<file path="src/rtl/wfq_pkg.sv">
package wfq_pkg;

    localparam int RECIP_SHIFT = 15;
    localparam int RECIP_W     = 16;

    // scaled inverse of a weight; zero weight maps to zero
    function automatic logic [RECIP_W-1:0] recip_of(input int w);
        if (w == 0) begin
            return '0;
        end
        return RECIP_W'((1 << RECIP_SHIFT) / w);
    endfunction

endpackage

</file>
<file path="src/rtl/wfq_recip.sv">
module wfq_recip #(
    parameter int WGT_W = 8
) (
    input  logic [WGT_W-1:0]            weight,
    output logic [wfq_pkg::RECIP_W-1:0] recip
);
    localparam int ENTRIES = 1 << WGT_W;

    logic [wfq_pkg::RECIP_W-1:0] tab [ENTRIES];

    for (genvar g = 0; g < ENTRIES; g++) begin : g_tab
        assign tab[g] = wfq_pkg::recip_of(g);
    end

    assign recip = tab[weight];

endmodule

</file>
<file path="src/rtl/wfq_flow_queue.sv">
module wfq_flow_queue #(
    parameter int DEPTH = 4,
    parameter int TAG_W = 32
) (
    input  logic             clk,
    input  logic             rst_n,
    input  logic             push,
    input  logic [TAG_W-1:0] push_tag,
    input  logic             pop,
    output logic [TAG_W-1:0] head_tag,
    output logic             empty,
    output logic             full,
    output logic             single
);
    localparam int PTR_W = (DEPTH > 1) ? $clog2(DEPTH) : 1;
    localparam int CNT_W = $clog2(DEPTH + 1);

    typedef struct packed {
        logic [DEPTH-1:0][TAG_W-1:0] mem;
        logic [PTR_W-1:0]            rd;
        logic [PTR_W-1:0]            wr;
        logic [CNT_W-1:0]            cnt;
    } fq_state_t;

    fq_state_t s_d, s_q;

    function automatic logic [PTR_W-1:0] bump(input logic [PTR_W-1:0] p);
        if (p == PTR_W'(DEPTH - 1)) begin
            return '0;
        end
        return p + 1'b1;
    endfunction

    always_comb begin
        s_d = s_q;
        if (push) begin
            s_d.mem[s_q.wr] = push_tag;
            s_d.wr          = bump(s_q.wr);
        end
        if (pop) begin
            s_d.rd = bump(s_q.rd);
        end
        case ({push, pop})
            2'b10:   s_d.cnt = s_q.cnt + 1'b1;
            2'b01:   s_d.cnt = s_q.cnt - 1'b1;
            default: s_d.cnt = s_q.cnt;
        endcase
    end

    always_ff @(posedge clk or negedge rst_n) begin
        if (!rst_n) begin
            s_q <= '0;
        end else begin
            s_q <= s_d;
        end
    end

    assign head_tag = s_q.mem[s_q.rd];
    assign empty    = (s_q.cnt == '0);
    assign full     = (s_q.cnt == CNT_W'(DEPTH));
    assign single   = (s_q.cnt == CNT_W'(1));

    // the owner never writes into a full FIFO
    assert_push_room_R8: assert property (@(posedge clk) disable iff (!rst_n)
        push |-> (s_q.cnt != CNT_W'(DEPTH)));

    // a grant only removes a tag that exists
    assert_pop_nonempty_R3: assert property (@(posedge clk) disable iff (!rst_n)
        pop |-> (s_q.cnt != '0));

endmodule

</file>
<file path="src/rtl/wfq_pick.sv">
module wfq_pick #(
    parameter int N     = 8,
    parameter int TAG_W = 32,
    parameter int IDX_W = 3
) (
    input  logic [N-1:0]            valid,
    input  logic [N-1:0][TAG_W-1:0] tags,
    output logic                    any,
    output logic [IDX_W-1:0]        idx,
    output logic [TAG_W-1:0]        tag
);
    // strict less-than keeps the lowest index on equal tags
    always_comb begin
        any = 1'b0;
        idx = '0;
        tag = '0;
        for (int i = 0; i < N; i++) begin
            if (valid[i] && (!any || (tags[i] < tag))) begin
                any = 1'b1;
                idx = IDX_W'(i);
                tag = tags[i];
            end
        end
    end

endmodule

</file>
<file path="src/rtl/wfq_sched.sv">
module wfq_sched #(
    parameter int NFLOWS = 8,
    parameter int WGT_W  = 8,
    parameter int LEN_W  = 11,
    parameter int TAG_W  = 32,
    parameter int QDEPTH = 4
) (
    input  logic                      clk,
    input  logic                      rst_n,
    input  logic                      arr_valid,
    input  logic [$clog2(NFLOWS)-1:0] arr_flow,
    input  logic [LEN_W-1:0]          arr_len,
    input  logic [NFLOWS*WGT_W-1:0]   flow_weights,
    input  logic                      link_ready,
    output logic                      grant_valid,
    output logic [$clog2(NFLOWS)-1:0] grant_flow,
    output logic [TAG_W-1:0]          grant_tag
);
    localparam int FID_W  = $clog2(NFLOWS);
    localparam int PROD_W = LEN_W + wfq_pkg::RECIP_W;

    typedef struct packed {
        logic [TAG_W-1:0]             vt;
        logic [NFLOWS-1:0][TAG_W-1:0] last_fin;
        logic                         gv;
        logic [FID_W-1:0]             gflow;
        logic [TAG_W-1:0]             gtag;
    } sched_state_t;

    sched_state_t s_d, s_q;

    logic [WGT_W-1:0]             arr_w;
    logic [wfq_pkg::RECIP_W-1:0]  arr_recip;
    logic [PROD_W-1:0]            arr_prod;
    logic [TAG_W-1:0]             arr_start;
    logic [TAG_W-1:0]             arr_tag;
    logic                         accept;

    logic [NFLOWS-1:0]            push;
    logic [NFLOWS-1:0]            pop;
    logic [NFLOWS-1:0]            q_empty;
    logic [NFLOWS-1:0]            q_full;
    logic [NFLOWS-1:0]            q_single;
    logic [NFLOWS-1:0]            busy_after;
    logic [NFLOWS-1:0][TAG_W-1:0] q_head;

    logic                         pick_any;
    logic [FID_W-1:0]             pick_idx;
    logic [TAG_W-1:0]             pick_tag;
    logic                         serve;

    // tag arithmetic for the arriving packet
    assign arr_w = flow_weights[int'(arr_flow)*WGT_W +: WGT_W];

    wfq_recip #(.WGT_W(WGT_W)) u_recip (
        .weight (arr_w),
        .recip  (arr_recip)
    );

    assign arr_prod  = {{wfq_pkg::RECIP_W{1'b0}}, arr_len} * {{LEN_W{1'b0}}, arr_recip};
    assign arr_start = (s_q.last_fin[arr_flow] > s_q.vt) ? s_q.last_fin[arr_flow] : s_q.vt;
    assign arr_tag   = arr_start + TAG_W'(arr_prod);
    assign accept    = arr_valid && (arr_w != '0) && !q_full[arr_flow];

    // per-flow tag storage
    for (genvar f = 0; f < NFLOWS; f++) begin : g_flow
        assign push[f] = accept && (arr_flow == FID_W'(f));
        assign pop[f]  = serve && (pick_idx == FID_W'(f));
        assign busy_after[f] = push[f] || (!q_empty[f] && !(pop[f] && q_single[f]));

        wfq_flow_queue #(.DEPTH(QDEPTH), .TAG_W(TAG_W)) u_q (
            .clk      (clk),
            .rst_n    (rst_n),
            .push     (push[f]),
            .push_tag (arr_tag),
            .pop      (pop[f]),
            .head_tag (q_head[f]),
            .empty    (q_empty[f]),
            .full     (q_full[f]),
            .single   (q_single[f])
        );
    end

    wfq_pick #(.N(NFLOWS), .TAG_W(TAG_W), .IDX_W(FID_W)) u_pick (
        .valid (~q_empty),
        .tags  (q_head),
        .any   (pick_any),
        .idx   (pick_idx),
        .tag   (pick_tag)
    );

    assign serve = link_ready && pick_any;

    always_comb begin
        s_d    = s_q;
        s_d.gv = 1'b0;
        if (accept) begin
            s_d.last_fin[arr_flow] = arr_tag;
        end
        if (serve) begin
            s_d.vt    = pick_tag;
            s_d.gv    = 1'b1;
            s_d.gflow = pick_idx;
            s_d.gtag  = pick_tag;
        end
        if (busy_after == '0) begin
            s_d.vt       = '0;
            s_d.last_fin = '0;
        end
    end

    always_ff @(posedge clk or negedge rst_n) begin
        if (!rst_n) begin
            s_q <= '0;
        end else begin
            s_q <= s_d;
        end
    end

    assign grant_valid = s_q.gv;
    assign grant_flow  = s_q.gflow;
    assign grant_tag   = s_q.gtag;

    // a grant is always answering an opportunity of the previous cycle
    assert_grant_after_ready_R3: assert property (@(posedge clk) disable iff (!rst_n)
        grant_valid |-> $past(link_ready));

    // at most one FIFO gives up a tag per cycle
    assert_single_pop_R3: assert property (@(posedge clk) disable iff (!rst_n)
        $onehot0(pop));

    // at most one FIFO takes a tag per cycle
    assert_single_push_R2: assert property (@(posedge clk) disable iff (!rst_n)
        $onehot0(push));

    // virtual time never moves backwards except when cleared
    assert_vt_forward_R5: assert property (@(posedge clk) disable iff (!rst_n)
        (s_q.vt != '0) |-> (s_q.vt >= $past(s_q.vt)));

    // with every FIFO empty the virtual clock sits at zero
    assert_idle_clear_R6: assert property (@(posedge clk) disable iff (!rst_n)
        (q_empty == '1) |-> (s_q.vt == '0));

endmodule

</file>
<file path="config.mk">
export PLATFORM = sky130hd
export DESIGN_NAME = wfq_sched
export DESIGN_NICKNAME = d
export VERILOG_FILES = /design/src/rtl/wfq_pkg.sv /design/src/rtl/wfq_recip.sv /design/src/rtl/wfq_flow_queue.sv /design/src/rtl/wfq_pick.sv /design/src/rtl/wfq_sched.sv
export SDC_FILE = /design/constraint.sdc
export NUM_CORES = 2
export LEC_CHECK = 0
export ABC_CLOCK_PERIOD_IN_PS = 24900
export BUFFER_PORTS_ARGS = -buffer_cell sky130_fd_sc_hd__buf_2
export CORE_MARGIN = 3
export CORE_UTILIZATION = 30
export CTS_CLUSTER_SIZE = 25
export DETAILED_ROUTE_END_ITERATION = 6
export PLACE_DENSITY_LB_ADDON = 0.25
export SETUP_SLACK_MARGIN = 0.05
export SYNTH_ARGS = -nofsm -noshare
export SYNTH_HDL_FRONTEND = slang
export SYNTH_SLANG_ARGS = --single-unit
export TNS_END_PERCENT = 20
</file>
<file path="constraint.sdc">
create_clock -name clk -period 24.9 [get_ports clk]
set_input_delay 2.49 -clock clk [delete_from_list [all_inputs] [get_ports clk]]
set_output_delay 2.49 -clock clk [all_outputs]
set_load 0.005 [all_outputs]
</file>
; Yosys cells after proc, flatten, opt, wreduce, memory -nomap -nowiden
; Memory sizes are Yosys's and may differ from the RTL's.
; Cells that the tools add are included.
[word_totals]
input_bits = 82
regBits = 1404
romBits = 4096
elab_cells = 464
out_inout_bits = 36
memories = 1
[op_classes]
n_shift = 1
order_cmp = 35
bitwise_logic = 2
addsub = 33
mux = 149
reduce_logical = 112
n_eq_ne = 62
mul = 1
[memory_table]
columns = name, depth, word_bits, rd, rd_clocked_by_memory_dff, wr, line
row1 = (no name shown), 256, 16, 1, 0, 0, wfq_recip.sv:15  ; assign recip = tab[weight];
[op_table]
columns = cell, n
row1 = $bwmux W128, 8
row2 = $mux W32, 28
row3 = $bmux W32 S2, 8
row4 = $demux W32 S2, 8
row5 = $mux W288, 1
row6 = $bwmux W256, 1
row7 = $mux W256, 1
row8 = $lt A32 B32 Y1, 7
row9 = $bmux W32 S3, 1
row10 = $demux W32 S3, 1
row11 = $mux W2, 34
row12 = $shiftx A64 B7 Y8, 1
row13 = $logic_and A1 B1 Y1, 51
row14 = $eq A2 B2 Y1 const B, 24
row15 = $eq A3 B3 Y1 const B, 16
row16 = $lt A2 B3 Y1 const B, 16
row17 = $pmux W3 S2, 8
row18 = $mux W1, 42
row19 = $mux W36, 1
row20 = $add A2 B1 Y2 const B, 16
row21 = $add A32 B27 Y32, 1
row22 = $gt A32 B32 Y1, 1
row23 = $mux W16, 2
row24 = $eq A3 B1 Y1 const B, 10
row25 = other kinds (19), 108

; Depth between registers and ports, before layout
[depth]
depth_word = 39
ltp_mapped = 106
mapped_depth_nobuf = 94

; By module
; Synthesis repeated with hierarchy kept, for this count alone.
[hier_totals]
hier_cells = 6421
area_unflattened_um2 = 80663.6
[by_module_without_submodules]
columns = mod, cells_per_inst, instances, area_each_um2
row1 = wfq_flow_queue, 351, 8, 5962.0
row2 = wfq_sched, 2053, 1, 21868.5
row3 = wfq_pick, 1152, 1, 8500.7
row4 = wfq_recip, 408, 1, 2598.7

; Worst setup path after synthesis
; OpenSTA, ideal clock, no wires.
[synth_path]
kind = register to register
start = register g_flow[1].u_q.s_q[5] in the netlist's numbering
end = register s_q[292] in the netlist's numbering
n_path_buf = 14
setup_time_ns = 0.121
synth_period_minus_slack_ns = 20.269
arrival_ns = 20.147
path_stages_with_launch = 102
path_slack_ns = 4.631
path_cell_list = dfrtp_1 -> clkbuf_1 -> clkbuf_1 -> mux4_2 -> ha_1 -> a21o_1 -> a21o_1 -> a221oi_1 -> o21ai_0 -> or4_1 -> clkbuf_1 -> nand2_1 -> clkbuf_1 -> nand2_1 -> o21ai_0 -> inv_1 -> ha_1 -> and3_1 -> (+66 left out) -> a21o_1 -> a21o_1 -> a21o_1 -> a21o_1 -> a21oi_1 -> nor2b_1 -> o21ai_0 -> a21oi_1 -> a2bb2oi_1 -> nor2_1 -> inv_1 -> o211ai_2 -> o41ai_1 -> o2111ai_1 -> a2111oi_4 -> buf_2 -> buf_2 -> nor2_1
[synth_via]
elab_chain_len = 38
elab_cells_between_ends = 103
cone_classes = order compare (7) / eq/ne (7) / mux (25) / reduce/logical (64)
[synth_rtl]
columns = element, line
row1 = "start, declared", wfq_flow_queue.sv:25  ; fq_state_t s_d, s_q;
row2 = "start signal, assigned", wfq_flow_queue.sv:52  ; s_q <= '0;
row3 = "start signal, assigned", wfq_flow_queue.sv:54  ; s_q <= s_d;
row4 = $bmux W32 S2 (*), wfq_flow_queue.sv:58  ; assign head_tag = s_q.mem[s_q.rd];
row5 = $mux W32 (not written as such) (*), wfq_flow_queue.sv:58
row6 = $lt A32 B32 Y1, wfq_pick.sv:18  ; if (valid[i] && (!any || (tags[i] < tag))) begin
row7 = $logic_or A1 B1 Y1, wfq_pick.sv:18
row8 = $logic_and A1 B1 Y1, wfq_pick.sv:18
row9 = $mux W32 or $mux W1 (tied branches), wfq_pick.sv:18
row10 = $lt A32 B32 Y1 or $logic_not A1 Y1 (tied branches), wfq_pick.sv:18
row11 = $logic_or A1 B1 Y1, wfq_pick.sv:18
row12 = (+22 left out), --
row13 = "$eq A3 B1 Y1, or another cell as far along", wfq_sched.sv:68  ; assign pop[f] = serve && (pick_idx == FID_W'(f));
row14 = $logic_and A1 B1 Y1, wfq_sched.sv:68
row15 = $logic_and A1 B1 Y1, wfq_sched.sv:69  ; assign busy_after[f] = push[f] || (!q_empty[f] && !(pop[f] && q_single[f]));
row16 = $logic_not A1 Y1, wfq_sched.sv:69
row17 = $logic_and A1 B1 Y1, wfq_sched.sv:69
row18 = $logic_or A1 B1 Y1, wfq_sched.sv:69
row19 = $logic_not A8 Y1, wfq_sched.sv:106  ; if (busy_after == '0) begin
row20 = $mux W288 or $reduce_bool A2 Y1 (tied branches), --
row21 = "end signal, assigned", wfq_sched.sv:114  ; s_q <= '0;
row22 = "end signal, assigned", wfq_sched.sv:116  ; s_q <= s_d;
row23 = "end, declared", wfq_sched.sv:30  ; sched_state_t s_d, s_q;
; Every way passes the cells marked *; elsewhere a longest branch is shown, timed or not. The select of a mux whose other input is x is not followed.
; A chain may end at the register's enable or synchronous reset.

; Worst setup path in the final report
[layout_path]
start = register g_flow[0].u_q.s_q[6] in the netlist's numbering
end = register s_q[265] in the netlist's numbering
[layout_via]
elab_chain_len = 39
elab_cells_between_ends = 102
cone_classes = order compare (7) / eq/ne (7) / mux (24) / reduce/logical (64)
[layout_rtl]
columns = element, line
row1 = "start, declared", wfq_flow_queue.sv:25
row2 = "start signal, assigned", wfq_flow_queue.sv:52
row3 = "start signal, assigned", wfq_flow_queue.sv:54
row4 = $bmux W32 S2 (*), wfq_flow_queue.sv:58
row5 = $mux W32 (not written as such) (*), wfq_flow_queue.sv:58
row6 = $mux W32 (*), wfq_pick.sv:18
row7 = $lt A32 B32 Y1, wfq_pick.sv:18
row8 = $logic_or A1 B1 Y1, wfq_pick.sv:18
row9 = $logic_and A1 B1 Y1, wfq_pick.sv:18
row10 = $mux W32 or $mux W1 (tied branches), wfq_pick.sv:18
row11 = $lt A32 B32 Y1 or $logic_not A1 Y1 (tied branches), wfq_pick.sv:18
row12 = (+23 left out), --
row13 = "$eq A3 B1 Y1, or another cell as far along", wfq_sched.sv:68
row14 = $logic_and A1 B1 Y1, wfq_sched.sv:68
row15 = $logic_and A1 B1 Y1, wfq_sched.sv:69
row16 = $logic_not A1 Y1, wfq_sched.sv:69
row17 = $logic_and A1 B1 Y1, wfq_sched.sv:69
row18 = $logic_or A1 B1 Y1, wfq_sched.sv:69
row19 = $logic_not A8 Y1 (*), wfq_sched.sv:106
row20 = $mux W288 or $reduce_bool A2 Y1 (tied branches), --
; Marks and branches as above.

==> reports/metrics.cfg <==
[sta]
setup_viol = 0
worst_slew_pin_slew_ps = 1182
fin_skew_ps = 48.54
min_period_over_period_pct = 94.33
setup_tns_ps = 0
slew_headroom_pct = 21.07
drv_slew = 0
layout_min_cycle_time_ps = 23490
fmax_mhz = 42.57
hold_ws_ps = 472.5
finalHoldViolCount = 0
rsz0062_at_grt = no

[synth]
synth.top_cells.by_count = 1,404 x dfrtp_1, 1,348 x nand2_1, 1,072 x o21ai_0, 621 x nor2_1, 491 x clkbuf_1
syn_nets = 8505
yosysUniqueCellTypes = 79
synthCells = 7864
ys_ff_latch = 1404
ys_top_cells_by_area = dfrtp_1 45%, mux4_2 9.7%, o21ai_0 6.8%, ha_1 6.5%, nand2_1 6.4%
yosysWarningCount = 0
synth_area_um2 = 78600
synthFlopType = dfrtp_1
synth_top_area_share_pct = 44.70
synthMostInstantiatedCell = dfrtp_1
yosys.area.top_type = dfrtp_1
async_reset_ff_share_pct = 100.0
synth_edf_count = 0
avgSynthCellArea_um2 = 9.995
ys_seq_area_share_pct = 44.70

[global_route]
grt_first_pass_wirelength_um = 377400
grt-ovfl-total = 0
grt_max_degree = 176
grt_pass1_vias = 57546
antenna_found_initial = 18
grt_usage_pct = 18.27

[run_status]
outcome = finished, final reports clean

[critical_path]
cp.arrival_ps = 24150
cpMostUsedCell = a21o_1
slowest_delay_ps = 730
critical_path_class = reg -> reg
cp_data_required_time_ps = 25560
start_kind = flop
cp-end-kind = flop
slowest_stage = dfrtp_1
worst-path-max-fanout = 76

[placed_design]
dpl.hpwl_um = 164300
portBuffers = 117
place_area_um2 = 82670
place.gp.congestion = 0.8792

[cts]
clkTransAtPathRegs_ps = 60
clkLatencyLatePin_ps = 830
cts.sinks = 1404
postCtsHoldBufs = 0
cts_buffer_depth = 3
numCtsBuffers = 157
htree_levels = 4
cts_tree = built
ctsRootBufferMaster = clkbuf_16

[routing]
wire_per_inst_um = 22.10
route.detailed.drc = 0
drt-initial-drc-count = 4828
firstDrtPassIters = 7
finalWirelength_um = 248800
via_count = 57487
drtAntennaViolNets = 0
vias_per_cell = 5.106

[worst_hold_path]
hold_path_class = reg -> reg

[final_layout]
fin_area_um2 = 88050
multiInputGateArea_um2 = 39970
regArea_um2 = 35140
drive_gt1_share_pct = 15.36
synthToLayoutAreaGrowth_pct = 12.03
final_nets = 8277
fillerInstances = 26386

[die]
io-pin-count = 118
rows = 187
die_y_um = 517.9
core_um2 = 260200
initial_core_util_pct = 30.21
die_w_um = 517.9
dieArea_um2 = 268200

[flow_run]
maxCapViolCount = 0

[logic make-up after synthesis]
logic type	Yosys count	synth area share (%)
fa+ha+maj	560	10.36
flops	1404	44.70
buf+inv	1036	5.164
compound gates	1857	13.06
xor+xnor	46	0.5126
mux	673	14.33
simple gates	2288	11.87
[path summary, 6_finish.rpt]
kind                                     endpoint  slack [ps]  depth (start not counted)                   start
hold reg to reg            g_flow[3].u_q.s_q[128]         470                          2  g_flow[3].u_q.s_q[128]
setup reg to reg                         s_q[265]        1410                         90    g_flow[0].u_q.s_q[6]
hold / removal             g_flow[3].u_q.s_q[128]         470                          2  g_flow[3].u_q.s_q[128]
min in group asynchronous   g_flow[3].u_q.s_q[41]        1770                          1                   rst_n
setup / recovery                         s_q[265]        1410                         90    g_flow[0].u_q.s_q[6]
max in group asynchronous                s_q[173]       19030                          5                   rst_n
[cell type report]
type	count	area share (%)
antenna	5	0.01421
clock buffer	232	5.174
clock inverter	49	0.7929
inverter	370	1.580
multi-input combinational	5427	45.40
sequential	1404	39.91
tap	3496	4.968
timing repair buffer	276	2.163
[worst max-delay path, delay by kind of cell, from the launching register on]
family,cells,cell delay (ps)
adder cells (fa/ha/maj),7,2150
AND/OR/NAND/NOR,22,5330
multiplexers,5,2060
AO/OA/AOI/OAI,46,10360
buffers and inverters,10,2570
flip-flops,1,730
[stage by stage]
stage / utilization, % / setup WS (ps) / instances
floorplan: - / 4631 / 7864
global placement: 31.77 / 888.9 / 10966
detailed placement: 31.77 / 485.4 / 10966
CTS: 33.79 / 382.9 / 11247
global route: 33.84 / 4.018 / 11255
finish: 33.84 / 1411 / 11259
[metal layers]
layer  global-route usage, %  vias to the layer above  routed length, µm
met2                   30.21                     1502             119500
met4                   5.141                        6               6647
met5                       0                        -                 34
li1                        -                    26577                  -
met1                   24.97                    29067             110500
met3                   2.573                      335              12140
[flip-flops by register name (all words and copies together) (netlist names)]
signal / cells
g_flow.u_q.s_q: 1080
s_q: 288
grant_tag: 32
grant_flow: 3
grant_valid: 1
[timing repair]
item	in CTS	in global routing
setup buffers	0	2
resized for setup	0	19
setup endpoints to repair	0	362
[layout by cell type, fill, tap and decap left out, drive strengths merged, types with 29 or more instances in the layout]
cell type	count
dfrtp	1404
nand2	1348
o21ai	1072
nor2	622
a21oi	443
ha	407
inv	374
mux4	337
buf	272
clkbuf	236
mux2	234
fa	152
mux2i	103
a211oi	96
a21o	67
and2	56
nand4	47
nor2b	40
nand3	38
nor3	35
o21a	32
nand2b	31
o211ai	29
Power is not shown: default switching activity piles up to over one toggle a cycle in this logic, so the estimate is an artifact.
